[src/rtl/msgrx_pkg.sv]
package msgrx_pkg;

   localparam logic [7:0] FILL_BYTE = 8'hCC;

   typedef enum logic [1:0] {
      FR_HUNT,
      FR_ARMED,
      FR_BODY,
      FR_TAIL
   } fr_state_t;

   function automatic logic [1:0] len_check(input logic [3:0] len);
      return 2'($countones(len));
   endfunction

endpackage

[src/rtl/msgrx_deframer.sv]
module msgrx_deframer
   import msgrx_pkg::*;
#(
   parameter int BLOCKS      = 14,
   parameter int BLOCK_WORDS = 8,
   localparam int BLK_W  = $clog2(BLOCKS),
   localparam int OFF_W  = $clog2(BLOCK_WORDS * 2),
   localparam int BUF_AW = $clog2(BLOCKS * BLOCK_WORDS)
) (
   input  logic              clk,
   input  logic              rst_n,
   input  logic              byte_valid,
   input  logic [7:0]        byte_in,
   output logic              wr_en,
   output logic [BUF_AW-1:0] wr_addr,
   output logic              wr_hi,
   output logic [15:0]       msg_type,
   output logic              msg_done,
   output logic              frame_err,
   output logic [BLK_W-1:0]  blk_idx
);

   if (BLOCK_WORDS * 2 < 15) begin : g_chk_block
      $error("BLOCK_WORDS too small for the longest message");
   end

   fr_state_t        st_q;
   logic [3:0]       cnt_q;
   logic [OFF_W-1:0] off_q;
   logic [BLK_W-1:0] blk_q;
   logic [15:0]      type_q;

   logic       is_fill, is_start, start_good, start_bad, tail_bad;
   logic [3:0] len;

   always_comb begin
      is_fill    = (byte_in == FILL_BYTE);
      is_start   = (byte_in[7:6] == 2'b00);
      len        = byte_in[5:2];
      start_good = byte_valid && st_q == FR_ARMED && is_start &&
                   byte_in[1:0] == len_check(len) && len >= 4'd2;
      start_bad  = byte_valid && st_q == FR_ARMED && is_start && !start_good;
      tail_bad   = byte_valid && st_q == FR_TAIL && !is_fill;
      msg_done   = byte_valid && st_q == FR_TAIL && is_fill;
      frame_err  = start_bad || tail_bad;
      wr_en      = byte_valid && st_q == FR_BODY;
      wr_hi      = ~off_q[0];
      wr_addr    = BUF_AW'(blk_q) * BUF_AW'(BLOCK_WORDS) + BUF_AW'(off_q >> 1);
   end

   assign msg_type = type_q;
   assign blk_idx  = blk_q;

   always_ff @(posedge clk or negedge rst_n) begin
      if (!rst_n) begin
         st_q   <= FR_HUNT;
         cnt_q  <= '0;
         off_q  <= '0;
         blk_q  <= '0;
         type_q <= '0;
      end else if (byte_valid) begin
         unique case (st_q)
            FR_HUNT: begin
               if (is_fill) st_q <= FR_ARMED;
            end
            FR_ARMED: begin
               if (start_good) begin
                  st_q  <= FR_BODY;
                  cnt_q <= len;
                  off_q <= '0;
               end else if (!is_fill) begin
                  st_q <= FR_HUNT;
               end
            end
            FR_BODY: begin
               if (off_q == OFF_W'(0)) type_q[15:8] <= byte_in;
               if (off_q == OFF_W'(1)) type_q[7:0]  <= byte_in;
               off_q <= off_q + OFF_W'(1);
               cnt_q <= cnt_q - 4'd1;
               if (cnt_q == 4'd1) st_q <= FR_TAIL;
            end
            FR_TAIL: begin
               if (is_fill) begin
                  st_q  <= FR_ARMED;
                  blk_q <= (blk_q == BLK_W'(BLOCKS - 1)) ? '0 : blk_q + BLK_W'(1);
               end else begin
                  st_q <= FR_HUNT;
               end
            end
            default: st_q <= FR_HUNT;
         endcase
      end
   end

endmodule

[src/rtl/msgrx_event_bank.sv]
module msgrx_event_bank #(
   parameter int EVENTS = 8,
   parameter int DW     = 16,
   localparam int EV_W  = $clog2(EVENTS)
) (
   input  logic            clk,
   input  logic            rst_n,
   input  logic            wr_en,
   input  logic [EV_W-1:0] wr_sel,
   input  logic [DW-1:0]   wr_data,
   input  logic [EV_W-1:0] rd_sel,
   output logic [DW-1:0]   rd_data,
   input  logic [DW-1:0]   probe,
   output logic            hit
);

   logic [DW-1:0]     ev_all [EVENTS];
   logic [EVENTS-1:0] hits;

   for (genvar g = 0; g < EVENTS; g++) begin : g_ev
      logic [DW-1:0] val_q;
      always_ff @(posedge clk or negedge rst_n) begin
         if (!rst_n)                                  val_q <= '0;
         else if (wr_en && wr_sel == EV_W'(g))        val_q <= wr_data;
      end
      assign ev_all[g] = val_q;
      assign hits[g]   = (val_q == probe);
   end

   assign hit     = |hits;
   assign rd_data = ev_all[rd_sel];

endmodule

[src/rtl/msgrx_msg_ram.sv]
module msgrx_msg_ram #(
   parameter int WORDS = 112,
   localparam int AW   = $clog2(WORDS)
) (
   input  logic          clk,
   input  logic          wr_en,
   input  logic [AW-1:0] wr_addr,
   input  logic          wr_hi,
   input  logic [7:0]    wr_byte,
   input  logic [AW-1:0] rd_addr,
   output logic [15:0]   rd_data
);

   logic [15:0] mem [WORDS];

   always_ff @(posedge clk) begin
      if (wr_en) begin
         if (wr_hi) mem[wr_addr][15:8] <= wr_byte;
         else       mem[wr_addr][7:0]  <= wr_byte;
      end
   end

   assign rd_data = mem[rd_addr];

endmodule

[src/rtl/msgrx_receiver.sv]
module msgrx_receiver
   import msgrx_pkg::*;
#(
   parameter int EVENTS      = 8,
   parameter int BLOCKS      = 14,
   parameter int BLOCK_WORDS = 8,
   parameter int AW          = 7,
   parameter int DW          = 16
) (
   input  logic          clk,
   input  logic          rst_n,
   input  logic          rx_valid,
   input  logic [7:0]    rx_byte,
   input  logic [AW-1:0] bus_addr,
   input  logic [DW-1:0] bus_wdata,
   input  logic          bus_wr,
   input  logic          bus_rd,
   output logic [DW-1:0] bus_rdata,
   input  logic          msg_ack,
   input  logic          err_ack,
   output logic          msg_irq,
   output logic          err_irq
);

   localparam int BUF_WORDS = BLOCKS * BLOCK_WORDS;
   localparam int BUF_AW    = $clog2(BUF_WORDS);
   localparam int BLK_W     = $clog2(BLOCKS);
   localparam int EV_W      = $clog2(EVENTS);
   localparam logic [AW-1:0] EV_BASE  = AW'(8);
   localparam logic [AW-1:0] EV_END   = AW'(8 + EVENTS);
   localparam logic [AW-1:0] BUF_BASE = AW'(16);

   if (DW != 16) begin : g_chk_dw
      $error("data width must be 16");
   end
   if (EVENTS < 2 || EVENTS > 8) begin : g_chk_ev
      $error("EVENTS must lie in 2..8");
   end
   if (16 + BUF_WORDS > (1 << AW) || BUF_AW > AW) begin : g_chk_map
      $error("buffer does not fit the address space");
   end

   logic              wr_en, wr_hi, msg_done, frame_err, hit;
   logic [BUF_AW-1:0] wr_addr;
   logic [15:0]       msg_type;
   logic [BLK_W-1:0]  blk_idx;
   logic [DW-1:0]     ev_rd, ram_rd, rd_mux;
   logic [AW-1:0]     buf_off;
   logic              ev_wr;

   logic [DW-1:0] ptr_q, vec_q;
   logic          mask_q;
   logic          msg_set, err_set;

   msgrx_deframer #(
      .BLOCKS      (BLOCKS),
      .BLOCK_WORDS (BLOCK_WORDS)
   ) u_deframer (
      .clk        (clk),
      .rst_n      (rst_n),
      .byte_valid (rx_valid),
      .byte_in    (rx_byte),
      .wr_en      (wr_en),
      .wr_addr    (wr_addr),
      .wr_hi      (wr_hi),
      .msg_type   (msg_type),
      .msg_done   (msg_done),
      .frame_err  (frame_err),
      .blk_idx    (blk_idx)
   );

   assign ev_wr   = bus_wr && bus_addr >= EV_BASE && bus_addr < EV_END;
   assign buf_off = bus_addr - BUF_BASE;

   msgrx_event_bank #(
      .EVENTS (EVENTS),
      .DW     (DW)
   ) u_events (
      .clk     (clk),
      .rst_n   (rst_n),
      .wr_en   (ev_wr),
      .wr_sel  (bus_addr[EV_W-1:0]),
      .wr_data (bus_wdata),
      .rd_sel  (bus_addr[EV_W-1:0]),
      .rd_data (ev_rd),
      .probe   (msg_type),
      .hit     (hit)
   );

   msgrx_msg_ram #(
      .WORDS (BUF_WORDS)
   ) u_ram (
      .clk     (clk),
      .wr_en   (wr_en),
      .wr_addr (wr_addr),
      .wr_hi   (wr_hi),
      .wr_byte (rx_byte),
      .rd_addr (BUF_AW'(buf_off)),
      .rd_data (ram_rd)
   );

   assign msg_set = msg_done && hit && mask_q;
   assign err_set = frame_err && mask_q;

   always_ff @(posedge clk or negedge rst_n) begin
      if (!rst_n) begin
         ptr_q   <= '0;
         vec_q   <= '0;
         mask_q  <= 1'b0;
         msg_irq <= 1'b0;
         err_irq <= 1'b0;
      end else begin
         if (msg_done && hit)
            ptr_q <= DW'(BUF_BASE) + DW'(blk_idx) * DW'(BLOCK_WORDS);
         if (bus_wr && bus_addr == AW'(1)) vec_q  <= bus_wdata;
         if (bus_wr && bus_addr == AW'(2)) mask_q <= bus_wdata[0];
         if (msg_set)      msg_irq <= 1'b1;
         else if (msg_ack) msg_irq <= 1'b0;
         if (err_set)      err_irq <= 1'b1;
         else if (err_ack) err_irq <= 1'b0;
      end
   end

   always_comb begin
      rd_mux = '0;
      if (bus_addr >= BUF_BASE) begin
         if (buf_off < AW'(BUF_WORDS)) rd_mux = ram_rd;
      end else if (bus_addr >= EV_BASE) begin
         if (bus_addr < EV_END) rd_mux = ev_rd;
      end else begin
         case (bus_addr)
            AW'(0):  rd_mux = ptr_q;
            AW'(1):  rd_mux = vec_q;
            AW'(2):  rd_mux = {{(DW-1){1'b0}}, mask_q};
            default: rd_mux = '0;
         endcase
      end
   end

   always_ff @(posedge clk or negedge rst_n) begin
      if (!rst_n)      bus_rdata <= '0;
      else if (bus_rd) bus_rdata <= rd_mux;
   end

endmodule

[config.mk]
export PLATFORM = sky130hd
export DESIGN_NAME = msgrx_receiver
export DESIGN_NICKNAME = d
export VERILOG_FILES = /design/src/rtl/msgrx_pkg.sv /design/src/rtl/msgrx_deframer.sv /design/src/rtl/msgrx_event_bank.sv /design/src/rtl/msgrx_msg_ram.sv /design/src/rtl/msgrx_receiver.sv
export SDC_FILE = /design/constraint.sdc
export NUM_CORES = 2
export LEC_CHECK = 0
export BUFFER_PORTS_ARGS = -buffer_cell sky130_fd_sc_hd__buf_4
export CAP_MARGIN = 25
export CELL_PAD_IN_SITES_DETAIL_PLACEMENT = 2
export CELL_PAD_IN_SITES_GLOBAL_PLACEMENT = 2
export CORE_MARGIN = 2
export CORE_UTILIZATION = 47
export CTS_BUF_LIST = sky130_fd_sc_hd__clkbuf_4
export DETAILED_ROUTE_END_ITERATION = 6
export PLACE_DENSITY = 0.85
export SLEW_MARGIN = 15
export SYNTH_ARGS = -nofsm -noshare
export SYNTH_HDL_FRONTEND = slang
export SYNTH_SLANG_ARGS = --single-unit
[constraint.sdc]
create_clock -name clk -period 2.4 [get_ports clk]
set_input_delay 0.12 -clock clk [delete_from_list [all_inputs] [get_ports clk]]
set_output_delay 0.12 -clock clk [all_outputs]
set_load 0.005 [all_outputs]
==> metrics.md, run 1 <==
| Metric | Value |
|---|---|
| IO Pins | 56 |
| Tool Error | [ERROR GRT-0228] Horizontal edge usage exceeds the maximum allowed. (11, 30) usage=65535 limit=3200 |
| Worst EP Category | sequential cell input |
| Exit stage | global routing |
| Post-Synth Adder-Cell Area | 0.00212 |
| Seq cells post-synth | 1990 |
| Die W | 417 um |
| Cells after synthesis | 4146 |
| Worst slack, placed | -1110 ps |
| Outcome | aborted with a tool error |
| Placed Cells | 6936 |
| Initial Util | 0.473 |
| Clk root buf | clkbuf_4 |
| H-tree depth | 6 |
| Mux cell area share after synthesis | 0.170 |
| Sequential share of the synthesized area | 0.733 |
| Syn_nets | 4197 |
| CTS buffer count | 547 |
| XOR/XNOR Fraction of Synth Area | 0.0145 |
| Post-DP HPWL | 221000 um |
| # port buffers | 55 |
| Synth Area in Compound Gates | 0.0272 |
| Largest net degree at the start of global routing | 157 |
| Worst endpoint from the post-global-route timing repair | ptr_q[6]$_DFFE_PN0P_/D |
| Sink Count | 1990 |
| Die Span Y | 417 um |
| Syn Std Cell Area | 80200 um^2 |
| Synth Area in Simple Gates | 0.0352 |
| Ys Warns | 0 |
| Top FF cell, synth | edfxtp_1 |
| Row count | 151 |
| Bufs on Longest Clock Path | 4 |
| Mapped Avg Cell Area | 19.3 um^2 |
| Largest family of logic cells by synthesized area | multiplexers |
| Routability Congestion | 0.868 |
| EDFF count, synth | 1792 |
| Share of flip-flops with an asynchronous set or reset | 0.0995 |
| Post-synth cell types | 71 |
-- synth_stat cells, drive strengths merged, types with 11 or more instances --
library cell | n | area (um^2)
mux2 | 186 | 2090
nor2b | 23 | 144
mux4 | 423 | 9550
clkbuf | 120 | 455
a221oi | 33 | 289
dfrtp | 198 | 4950
o22ai | 24 | 150
mux2i | 197 | 1970
inv | 19 | 71.3
ha | 12 | 150
nor2 | 278 | 1040
nand4 | 28 | 181
and2 | 11 | 68.8
o21ai | 56 | 280
nor3 | 17 | 85.1
a211oi | 22 | 165
nor4 | 42 | 263
edfxtp | 1792 | 53800
nand3 | 50 | 255
xor2 | 131 | 1150
a31oi | 16 | 100
a21oi | 43 | 215
a22oi | 74 | 556
nand2 | 129 | 484
nand2b | 11 | 68.8
buf | 127 | 962
-- cells by family after synthesis --
| logic type | Yosys count |
|---|---|
| AOI/OAI and AO/OA | 318 |
| xor gates and xnor gates | 133 |
| adders and majority gates | 13 |
| buffers and inverters | 267 |
| DFF | 1990 |
| muxes | 806 |
| and+or+nand+nor | 619 |
-- what timing repair did --
action,in CTS
gates resized for setup,161
endpoints found under the hold margin,3140
hold buffers,80
setup endpoints to repair,1804
setup buffers,9
gates cloned,0
pin swaps,17
-- metrics by stage --
| stage | cell area, um^2 | hold slack (ps) | setup TNS [ps] |
|---|---|---|---|
| after floorplan | 80200 | -176 | -5350 |
| after global placement | 88600 | 164 | -8740 |
| after detailed placement | 88600 | 177 | -198070 |
| after CTS | 96800 | 11.0 | -15440 |
==> inputs of run 2 (changes only) <==
Settings changed: CELL_PAD_IN_SITES_DETAIL_PLACEMENT 2 to not set, CELL_PAD_IN_SITES_GLOBAL_PLACEMENT 2 to not set, CORE_UTILIZATION 47 to 33, CTS_BUF_LIST sky130_fd_sc_hd__clkbuf_4 to not set, PLACE_DENSITY 0.85 to not set, PLACE_DENSITY_LB_ADDON set to 0.15.
Clock period 2.4 ns to 3.1 ns, I/O delays scaled along.
==> run 2 against run 1 <==
The run now ends clean. Synthesized cell count is the same. Synthesized area is the same.
==> metrics.md, run 2 <==
| Metric | Value |
|---|---|
| Most flop-heavy register | u_ram.mem |
| Fin crit period | 2900 ps |
| Fmax | 344 MHz |
| Routed via count | 42988 |
| Latest clock arrival within the worst-skew pair | 860 ps |
| Bufs on Longest Clock Path | 3 (was 4) |
| Outcome | finished clean (was aborted with a tool error) |
| CP Capture Type | flip-flop |
| Top FF cell, synth | edfxtp_1 (unchanged) |
| Post-Route WL | 255000 um |
| Commonest non-fill, non-tap cell in the layout | edfxtp_1 |
| Number of flip-flops in the largest register | 1792 |
| Largest area contributor in the netlist | edfxtp_1 (unchanged) |
| Share of flip-flops with an asynchronous set or reset | 0.0995 (unchanged) |
| Seq cells post-synth | 1990 (unchanged) |
| Clk root buf | clkbuf_16 (was clkbuf_4) |
| Crit path top cell by count | nand2_1 |
| Most numerous cell in the Yosys netlist | edfxtp_1 (unchanged) |
| Via/cell ratio | 5.26 |
| Worst Path Buf+Inv | 2 |
| Die Span Y | 497 um (was 417 um) |
| Layout Area Growth over Synthesis | 19.3% |
| Mapped Avg Cell Area | 19.3 um^2 (unchanged) |
| EDFF count, synth | 1792 (unchanged) |
| Synth cell count leaders | edfxtp_1, mux4_2, nor2_1 (unchanged) |
| Die Area | 247000 um^2 |
| Power density cells | 615 nW/um^2 |
| Largest cells by area after synthesis | edfxtp_1, mux4_2, dfrtp_1 (unchanged) |
| Syn Std Cell Area | 80200 um^2 (unchanged) |
| CP required | 3670 ps |
| Row count | 180 (was 151) |
| Max stage delay on crit path | 580 ps |
| Crit-path max FO | 12 |
| Initial antenna violation count | 16 |
| 1st-pass router iterations | 5 |
| Hold Crit Class | primary input to flip-flop |
| Max-Cap Viols | 0 |
| Max VDD drop | 609 uV |
| Vias in the first global route | 44233 |
| DRC violations left | 0 |
| Most frequent cells in the layout | edfxtp_1, buf_4, mux4_2 |
| CP top delay family | simple AND/OR/NAND/NOR gates |
| Crit path arrival time | 3480 ps |
| Yosys top cell area share | 0.671 (unchanged) |
| Cells after synthesis | 4146 (unchanged) |
| Slowest library cell on the worst path | nor3_1 |
| Largest net degree at the start of global routing | 166 |
| Cts repair resizes | 0 (was 161) |
| Final hold violations | 0 |
| Share of layout cells above drive strength 1 | 0.316 |
| Die W | 497 um (was 417 um) |
| Clock-pin slew on the worst setup and hold paths | 60 ps |
| Placed Cells | 7732 (was 6936) |
| Biggest regs | u_ram.mem x1792, u_events.g_ev.val_q x128 |
| Post-DR wirelength/cell | 31.3 um |
| CTS buffer count | 215 (was 547) |
| Pins Over Slew Limit | 0 |
| Hold_buf cts | 32 (was 80) |
| # port buffers | 55 (unchanged) |
| Postcts setup bufs | 0 (was 9) |
| Post-DP HPWL | 169000 um (was 221000 um) |
| First-iteration detailed-routing DRC count | 4274 |
| IO Pins | 56 (unchanged) |
| Relative slew slack | 0.366 |
| ANT nets after route | 0 |
| RSZ-0062 raised after global routing | false |
| Initial Util | 0.333 (was 0.473) |
| Hold slack | 42.1 ps |
| Total global routing overflow | 0 |
| Sequential share of the synthesized area | 0.733 (unchanged) |
| Static Leakage | 33.3 nW |
| Syn_nets | 4197 (unchanged) |
| Final worst slack | 197 ps |
| Crit start category | flip-flop |
| Slew of the pin with the lowest slew margin | 948 ps |
| CP Class | flip-flop to flip-flop |
| H-tree depth | 4 (was 6) |
| Gr usage total | 0.204 |
| Worst slack, placed | -235 ps (was -1110 ps) |
| CTS tree | built |
| Period utilisation layout | 0.936 |
| Global-route wire length before repair | 356000 um |
| Post-synth cell types | 71 (unchanged) |
| Cell Count, Final, Fillers Out | 8167 |
| Sequence of cells on the critical path | nor2b_1 -> nand2_1 -> nor3_1 -> nand2_1 -> buf_12 -> nor2_1 -> buf_4 |
| Routability Congestion | 0.844 (was 0.868) |
| Ys Warns | 0 (unchanged) |
| Skew final | 61.4 ps |
| Std-Cell Core Area | 241000 um^2 |
| Final #Nets | 4847 |
| Setup-failing EPs final | 0 |
| Total power | 58.8 mW |
| Sink Count | 1990 (unchanged) |
run 2: cells by family (layout without fill, tap and decap cells):
kind of cell | Yosys count | in the layout | share of synthesized area
XOR/XNOR | 133 | 133 | 0.0145
adder cells (fa/ha/maj) | 13 | 13 | 0.00212
other | 0 | 6 | 0
AND/OR/NAND/NOR | 619 | 619 | 0.0352
buffers and inverters | 267 | 1097 | 0.0186
AO/OA/AOI/OAI | 318 | 318 | 0.0272
flip-flops | 1990 | 1990 | 0.733
multiplexers | 806 | 806 | 0.170
run 2: through the flow:
stage	TNS (ps)	utilization	instance area [um^2]
CTS	0	0.397	95600
global route	0	0.397	95700
floorplan	0	-	80200
finish	0	0.397	95700
global placement	-3310	0.367	88600
detailed placement	-808	0.367	88600
run 2: final timing paths:
kind	end	start	cells past startpoint	slack (ps)
min in group asynchronous	u_events.g_ev[0].val_q[10]$_DFFE_PN0P_	rst_n	3	490
max reg2reg	u_ram.mem[58][10]$_DFFE_PP_	flip-flop	7	200
max in group asynchronous	bus_rdata[5]$_DFFE_PN0P_	rst_n	4	1720
min reg2reg	u_deframer.cnt_q[0]$_DFFE_PN0P_	u_deframer.cnt_q[0]$_DFFE_PN0P_	1	510
max	u_ram.mem[58][10]$_DFFE_PP_	flip-flop	7	200
min	u_ram.mem[105][6]$_DFFE_PP_	rx_byte[6]	2	40
run 2: routing by layer:
layer | GRT usage | vias up | routed length [um]
met2 | 0.340 | 1339 | 125000
met1 | 0.283 | 23212 | 112000
li1 | - | 18143 | -
met5 | 0 | - | 13
met4 | 0.0472 | 2 | 5550
met3 | 0.0296 | 292 | 13200
run 2: area by class of cell:
| type | count | area (um^2) |
|---|---|---|
| Timing Repair Buffer | 680 | 6100 |
| Fill cell | 21813 | 146000 |
| Inverter | 20 | 77.6 |
| Clock inverter | 122 | 1040 |
| Antenna cell | 6 | 15.0 |
| Clock buffer | 275 | 5690 |
| Tap cell | 3185 | 3990 |
| Multi-Input combinational cell | 1889 | 20000 |
| Sequential cell | 1990 | 58800 |
run 2: report_power, final:
part / total (mW) / switching (mW) / internal (mW)
Sequential: 29.8 / 0.371 / 29.5
Combinational: 4.21 / 2.56 / 1.65
Clock: 24.8 / 10.7 / 14.0
Total: 58.8 / 13.7 / 45.1
No activity file was read; power rests on OpenSTA's default activity.
